<file path="config.mk">
export PLATFORM = sky130hd
export DESIGN_NAME = cpt_corr_timing
export DESIGN_NICKNAME = d
export VERILOG_FILES = /design/src/rtl/cpt_pkg.sv /design/src/rtl/cpt_edge_det.sv /design/src/rtl/cpt_pulse_delay.sv /design/src/rtl/cpt_phase_meter.sv /design/src/rtl/cpt_corr_timing.sv
export SDC_FILE = /design/constraint.sdc
export NUM_CORES = 1
export LEC_CHECK = 0
export ABC_CLOCK_PERIOD_IN_PS = 4100
export BUFFER_PORTS_ARGS = -buffer_cell sky130_fd_sc_hd__buf_2
export CAP_MARGIN = 20
export CORE_UTILIZATION = 55
export CTS_CLUSTER_SIZE = 12
export DETAILED_ROUTE_END_ITERATION = 10
export PLACE_DENSITY = 0.76
export SLEW_MARGIN = 10
export SYNTH_ARGS = -nofsm -noshare
export SYNTH_HDL_FRONTEND = slang
export SYNTH_HIERARCHICAL = 1
export SYNTH_SLANG_ARGS = --single-unit
</file>
<file path="constraint.sdc">
create_clock -name clk -period 4.1 [get_ports clk]
set_clock_uncertainty 0.15 [all_clocks]
set_input_delay 0.615 -clock clk [delete_from_list [all_inputs] [get_ports clk]]
set_output_delay 0.615 -clock clk [all_outputs]
set_load 0.01 [all_outputs]
</file>
<file path="src/rtl/cpt_pkg.sv">
package cpt_pkg;

  typedef enum logic {EDGE_RISE = 1'b0, EDGE_FALL = 1'b1} edge_kind_e;

  // pulse decision: reference edge restarts, otherwise last tick of countdown fires
  function automatic logic fire_due(input logic ref_ev, input logic tick,
                                    input logic armed, input logic [31:0] cnt,
                                    input logic [31:0] dly);
    if (ref_ev) return (dly == 32'd0);
    return armed && tick && (cnt == 32'd1);
  endfunction

  // counter increment that sticks at its limit
  function automatic logic [31:0] sat_inc(input logic [31:0] v, input logic [31:0] lim);
    return (v >= lim) ? lim : v + 32'd1;
  endfunction

endpackage

</file>
<file path="src/rtl/cpt_edge_det.sv">
module cpt_edge_det #(
  parameter cpt_pkg::edge_kind_e KIND = cpt_pkg::EDGE_FALL
) (
  input  logic clk,
  input  logic rst_n,
  input  logic din,
  output logic edge_o
);
  localparam logic IDLE = (KIND == cpt_pkg::EDGE_FALL);

  logic prev;

  always_ff @(posedge clk or negedge rst_n) begin
    if (!rst_n) prev <= IDLE;
    else        prev <= din;
  end

  generate
    if (KIND == cpt_pkg::EDGE_FALL) begin : g_fall
      assign edge_o = prev & ~din;
    end else begin : g_rise
      assign edge_o = ~prev & din;
    end
  endgenerate
endmodule

</file>
<file path="src/rtl/cpt_pulse_delay.sv">
module cpt_pulse_delay #(
  parameter int W          = 8,
  parameter bit ACTIVE_LOW = 1'b0
) (
  input  logic         clk,
  input  logic         rst_n,
  input  logic         ref_ev,
  input  logic         tick,
  input  logic [W-1:0] dly,
  output logic         pulse_o
);
  localparam logic [W-1:0] ONE = W'(1);

  logic [W-1:0] cnt;
  logic         armed;
  logic         fire_now;
  logic         pulse_q;

  assign fire_now = cpt_pkg::fire_due(ref_ev, tick, armed, 32'(cnt), 32'(dly));

  always_ff @(posedge clk or negedge rst_n) begin
    if (!rst_n) begin
      cnt     <= '0;
      armed   <= 1'b0;
      pulse_q <= 1'b0;
    end else begin
      pulse_q <= fire_now;
      if (ref_ev) begin
        cnt   <= dly;
        armed <= (dly != '0);
      end else if (armed && tick) begin
        cnt <= cnt - ONE;
        if (cnt == ONE) armed <= 1'b0;
      end
    end
  end

  generate
    if (ACTIVE_LOW) begin : g_low
      assign pulse_o = ~pulse_q;
    end else begin : g_high
      assign pulse_o = pulse_q;
    end
  endgenerate
endmodule

</file>
<file path="src/rtl/cpt_phase_meter.sv">
module cpt_phase_meter #(
  parameter int W = 10
) (
  input  logic         clk,
  input  logic         rst_n,
  input  logic         start_ev,
  input  logic         stop_ev,
  output logic [W-1:0] phase_o
);
  localparam logic [W-1:0] MAXV = {W{1'b1}};

  logic [W-1:0] cnt;
  logic         busy;

  always_ff @(posedge clk or negedge rst_n) begin
    if (!rst_n) begin
      cnt     <= '0;
      busy    <= 1'b0;
      phase_o <= '0;
    end else if (start_ev) begin
      if (busy) phase_o <= MAXV;
      cnt  <= W'(1);
      busy <= 1'b1;
    end else if (busy && stop_ev) begin
      phase_o <= cnt;
      busy    <= 1'b0;
    end else if (busy) begin
      cnt <= W'(cpt_pkg::sat_inc(32'(cnt), 32'(MAXV)));
    end
  end
endmodule

</file>
<file path="src/rtl/cpt_corr_timing.sv">
module cpt_corr_timing #(
  parameter int LINE_W = 11,
  parameter int PIX_W  = 12,
  parameter int PH_W   = 10
) (
  input  logic              clk,
  input  logic              rst_n,
  input  logic              hsync_n,
  input  logic              vfly_start,
  input  logic              hflyback,
  input  logic [LINE_W-1:0] frame_lines,
  input  logic [PIX_W-1:0]  line_clks,
  output logic              frame_start,
  output logic              line_start_n,
  output logic [PH_W-1:0]   phase_cnt
);
  logic hs_fall;
  logic fly_rise;

  cpt_edge_det #(.KIND(cpt_pkg::EDGE_FALL)) u_hs_edge (
    .clk(clk), .rst_n(rst_n), .din(hsync_n), .edge_o(hs_fall));

  cpt_edge_det #(.KIND(cpt_pkg::EDGE_RISE)) u_fly_edge (
    .clk(clk), .rst_n(rst_n), .din(hflyback), .edge_o(fly_rise));

  cpt_pulse_delay #(.W(PIX_W), .ACTIVE_LOW(1'b1)) u_line_dly (
    .clk(clk), .rst_n(rst_n), .ref_ev(hs_fall), .tick(1'b1),
    .dly(line_clks), .pulse_o(line_start_n));

  cpt_pulse_delay #(.W(LINE_W), .ACTIVE_LOW(1'b0)) u_frame_dly (
    .clk(clk), .rst_n(rst_n), .ref_ev(vfly_start), .tick(hs_fall),
    .dly(frame_lines), .pulse_o(frame_start));

  cpt_phase_meter #(.W(PH_W)) u_phase (
    .clk(clk), .rst_n(rst_n), .start_ev(hs_fall), .stop_ev(fly_rise),
    .phase_o(phase_cnt));
endmodule

</file>
==> results by group <==
Power
  • Total power consumption of the routed design: 1.20 mW
  • Worst VDD drop: 0.000293 V
  • Power per cell area: 406 mW/mm^2
  • Leakage power figure: 1.32 nW

Status
  • Result of the run: complete, but fails checks
  • Failing checks: design-rule violations

Worst hold path
  • Min-delay worst type: in -> async

STA
  • Setup TNS after final layout: 0 ns
  • Final Max Tran Viols: 0
  • Achievable Freq: 442 MHz
  • Count of endpoints failing setup in the final report: 0
  • Worst relative slew slack: 0.588
  • RSZ-0062 raised after global routing: false
  • Fraction of the cycle the final worst path needs: 0.551
  • Final hold violation count: 0
  • Final critical-path setup slack: 1.84 ns
  • Worst hold slack after final layout: 0.172 ns
  • Slew of the pin with the lowest slew margin: 0.619 ns
  • Final worst path period need: 2.26 ns

Clock tree
  • TritonCTS clock tree: built
  • Post-CTS resize count: 0
  • Number of buffers created by CTS: 5
  • Number of post-CTS setup repair buffers: 0
  • CTS HTree Levels: 2
  • Clock root cell: sky130_fd_sc_hd__clkbuf_8
  • Clock slew seen by the registers of the worst setup and hold paths: 0.09 ns
  • Count of hold buffers inserted by post-cts repair: 0
  • Clock sinks: 50
  • Clock insertion delay at the later pin of the skew report: 0.30 ns
  • CTS max path bufs: 2

Routing
  • Routed wire per std cell: 14.6 um
  • Length of the first detailed-routing pass in iterations: 8
  • Detailed router's first-iteration violation count: 133
  • Via count of the routed design: 2054
  • Final wirelength: 5280 um
  • Ratio of routed vias to standard cells: 5.67
  • DRC violation count after routing: 4
  • Count of antenna-violating nets left after detailed routing: 0

Die
  • Die width: 71.3 um
  • DIE AREA: 0.00509 mm^2
  • Ports placed on the boundary: 40
  • Area of the placeable core: 0.00447 mm^2
  • Initial core utilization: 0.591
  • Vert. Die Dim: 71.3 um
  • Number of standard-cell rows in the floorplan: 24

Logic synthesis
  • Gate Count Post-Synth: 272
  • Fraction of post-synthesis cell area in the top cell type by area: 0.464
  • EDFF count, synth: 0
  • Proportion of synthesized chip area in sequential cells: 0.474
  • Total standard cell area after synthesis: 0.00264 mm^2
  • Area leader, netlist: sky130_fd_sc_hd__dfrtp_1
  • Count of cell types in the netlist: 45
  • Synth Flop Type: sky130_fd_sc_hd__dfrtp_1
  • FFs w/ async S/R, synth: 1.00
  • Avg Inst Size Synth: 9.72 um^2
  • Number of warning messages in the yosys log: 6
  • Most area-consuming cells after synthesis: sky130_fd_sc_hd__dfrtp_1, sky130_fd_sc_hd__nand2_1, sky130_fd_sc_hd__xor2_1, sky130_fd_sc_hd__o21ai_0, sky130_fd_sc_hd__nor2_1
  • Flip-flop and latch count after synthesis: 50

Run
  • Count of max-cap constraint violations: 0

Finish
  • Finished Core Util: 0.661
  • Post-layout net count: 342
  • Synthesis-to-finish area growth: 11.8%
  • Share of final-layout standard cells stronger than drive strength 1: 0.203
  • Post-route insts no fill: 362
  • Number of inserted diodes: 0
  • Cell area after layout: 0.00296 mm^2
  • Fill count: 355

Worst setup path
  • Critical path cell sequence: nor2b_4 > and3b_1 > nand4_4 > xnor2_1 > mux2_2
  • Slowest cell on the critical path: sky130_fd_sc_hd__dfstp_2
  • Arrival time of data at the critical path endpoint: 2.31 ns
  • CP required: 4.15 ns
  • CP startpoint kind: flop
  • Critical Path End Type: flop
  • Crit Path Class: reg -> reg
  • Longest individual stage delay on the worst path: 0.52 ns
  • Biggest fanout along the worst timing path: 28

Place
  • Number of placed cells counting well taps: 353
  • Area post-placement: 0.00285 mm^2
  • Worst-case setup slack after placement: 1.63 ns
  • Post-detailed-placement half-perimeter wirelength: 3760 um
  • Final weighted congestion in routability-driven placement: 0.792
  • Number of buffer cells added on primary ports: 39

Global route
  • Largest net degree at the start of global routing: 51
  • Global-route wire length before repair: 9360 um
  • Global route total overflow: 0
  • Number of antenna violations at the first check in global routing: 0
  • Total routing usage reported by global routing: 0.237
  • Via count of the first global-routing pass: 2032
cells in the final DEF, fill, tap and decap left out, types with 3 or more instances in the layout:
cell type and instances:
sky130_fd_sc_hd__ha_1 5, sky130_fd_sc_hd__xnor2_1 5, sky130_fd_sc_hd__xor2_1 16, sky130_fd_sc_hd__o21ai_0 21, sky130_fd_sc_hd__conb_1 3, sky130_fd_sc_hd__nand4_1 8, sky130_fd_sc_hd__mux2i_1 3, sky130_fd_sc_hd__nor2_1 22
sky130_fd_sc_hd__and3_1 4, sky130_fd_sc_hd__nor3_1 3, sky130_fd_sc_hd__dfrtp_1 49, sky130_fd_sc_hd__nor2b_1 4, sky130_fd_sc_hd__a211oi_1 6, sky130_fd_sc_hd__a21oi_1 4, sky130_fd_sc_hd__mux2_2 3, sky130_fd_sc_hd__buf_2 38
sky130_fd_sc_hd__a31oi_1 3, sky130_fd_sc_hd__nor4_1 7, sky130_fd_sc_hd__a311oi_1 3, sky130_fd_sc_hd__nand2_1 38, sky130_fd_sc_hd__nand4b_1 4, sky130_fd_sc_hd__clkbuf_8 6, sky130_fd_sc_hd__o21ai_1 14, sky130_fd_sc_hd__nand3_1 8
sky130_fd_sc_hd__inv_1 5, sky130_fd_sc_hd__buf_4 3
final timing paths:
path / to / depth (start not counted) / from / slack [ns]
setup / recovery: u_frame_dly/cnt[9] / 5 / u_hs_edge/prev / 1.84
hold / removal: u_frame_dly/cnt[6] / 1 / rst_n / 0.17
setup reg to reg: u_frame_dly/cnt[9] / 5 / u_hs_edge/prev / 1.84
hold reg to reg: u_phase/phase_o[2] / 2 / u_phase/phase_o[2] / 0.34
max in group asynchronous: u_phase/cnt[5] / 1 / rst_n / 3.22
min in group clk: u_fly_edge/prev / 1 / hflyback / 0.28
layer usage:
metal | global-route usage | share of wire
met5 | 0 | 0
met4 | 0.0867 | 0.012
met3 | 0.0436 | 0.031
met2 | 0.384 | 0.48
met1 | 0.319 | 0.48
cell families (layout without fill, tap and decap cells):
| family | after synthesis | in the layout | synth area share |
|---|---|---|---|
| DFF | 50 | 50 | 0.474 |
| AOI/OAI and AO/OA | 54 | 54 | 0.117 |
| buffers and inverters | 18 | 54 | 0.0317 |
| other | 1 | 3 | 0.00142 |
| xor gates and xnor gates | 21 | 21 | 0.0696 |
| muxes | 6 | 6 | 0.0241 |
| adders and majority gates | 5 | 5 | 0.0237 |
| and+or+nand+nor | 117 | 117 | 0.259 |
Yosys cell counts (4+ instances only):
cell type / instances
sky130_fd_sc_hd__dfrtp_1: 49
sky130_fd_sc_hd__a211oi_1: 6
sky130_fd_sc_hd__nor2_1: 22
sky130_fd_sc_hd__o21ai_1: 13
sky130_fd_sc_hd__a21oi_1: 4
sky130_fd_sc_hd__nand2_1: 38
sky130_fd_sc_hd__and3_1: 4
sky130_fd_sc_hd__inv_1: 5
sky130_fd_sc_hd__nor4_1: 7
sky130_fd_sc_hd__nand3_1: 8
sky130_fd_sc_hd__xor2_1: 16
sky130_fd_sc_hd__xnor2_1: 5
sky130_fd_sc_hd__nand4_1: 8
sky130_fd_sc_hd__nand4b_1: 4
sky130_fd_sc_hd__ha_1: 5
sky130_fd_sc_hd__clkbuf_1: 9
sky130_fd_sc_hd__o21ai_0: 22
sky130_fd_sc_hd__nor2b_1: 4
layout make-up:
type,count,area (um^2),area share
clock inverter,1,5.00,0.00169
multi-input combinational,206,1320,0.445
inverter,5,18.8,0.00635
clock buffer,7,86.3,0.0292
sequential,50,1250,0.424
timing repair buffer,41,213,0.0720
tap,52,65.1,0.0220
state kept, by name (all words and copies together) (netlist names):
name / cells
u_fly_edge/prev: 1
u_frame_dly/armed: 1
u_frame_dly/cnt: 11
u_frame_dly/pulse_o: 1
u_hs_edge/prev: 1
u_line_dly/armed: 1
u_line_dly/cnt: 12
u_line_dly/pulse_q: 1
u_phase/busy: 1
u_phase/cnt: 10
u_phase/phase_o: 10
power breakdown:
part           switching [mW]  total, mW  internal (mW)
clock network           0.160      0.297          0.136
registers              0.0776      0.642          0.564
logic                   0.146      0.261          0.115
total                   0.384       1.20          0.816
worst max-delay path: cells and delay by family (launching register included):
| kind | cells | cell delay, ns |
|---|---|---|
| xor+xnor | 1 | 0.14 |
| flops | 1 | 0.52 |
| mux | 1 | 0.25 |
| simple gates | 3 | 1.09 |
No activity file was read; power rests on OpenSTA's default activity.
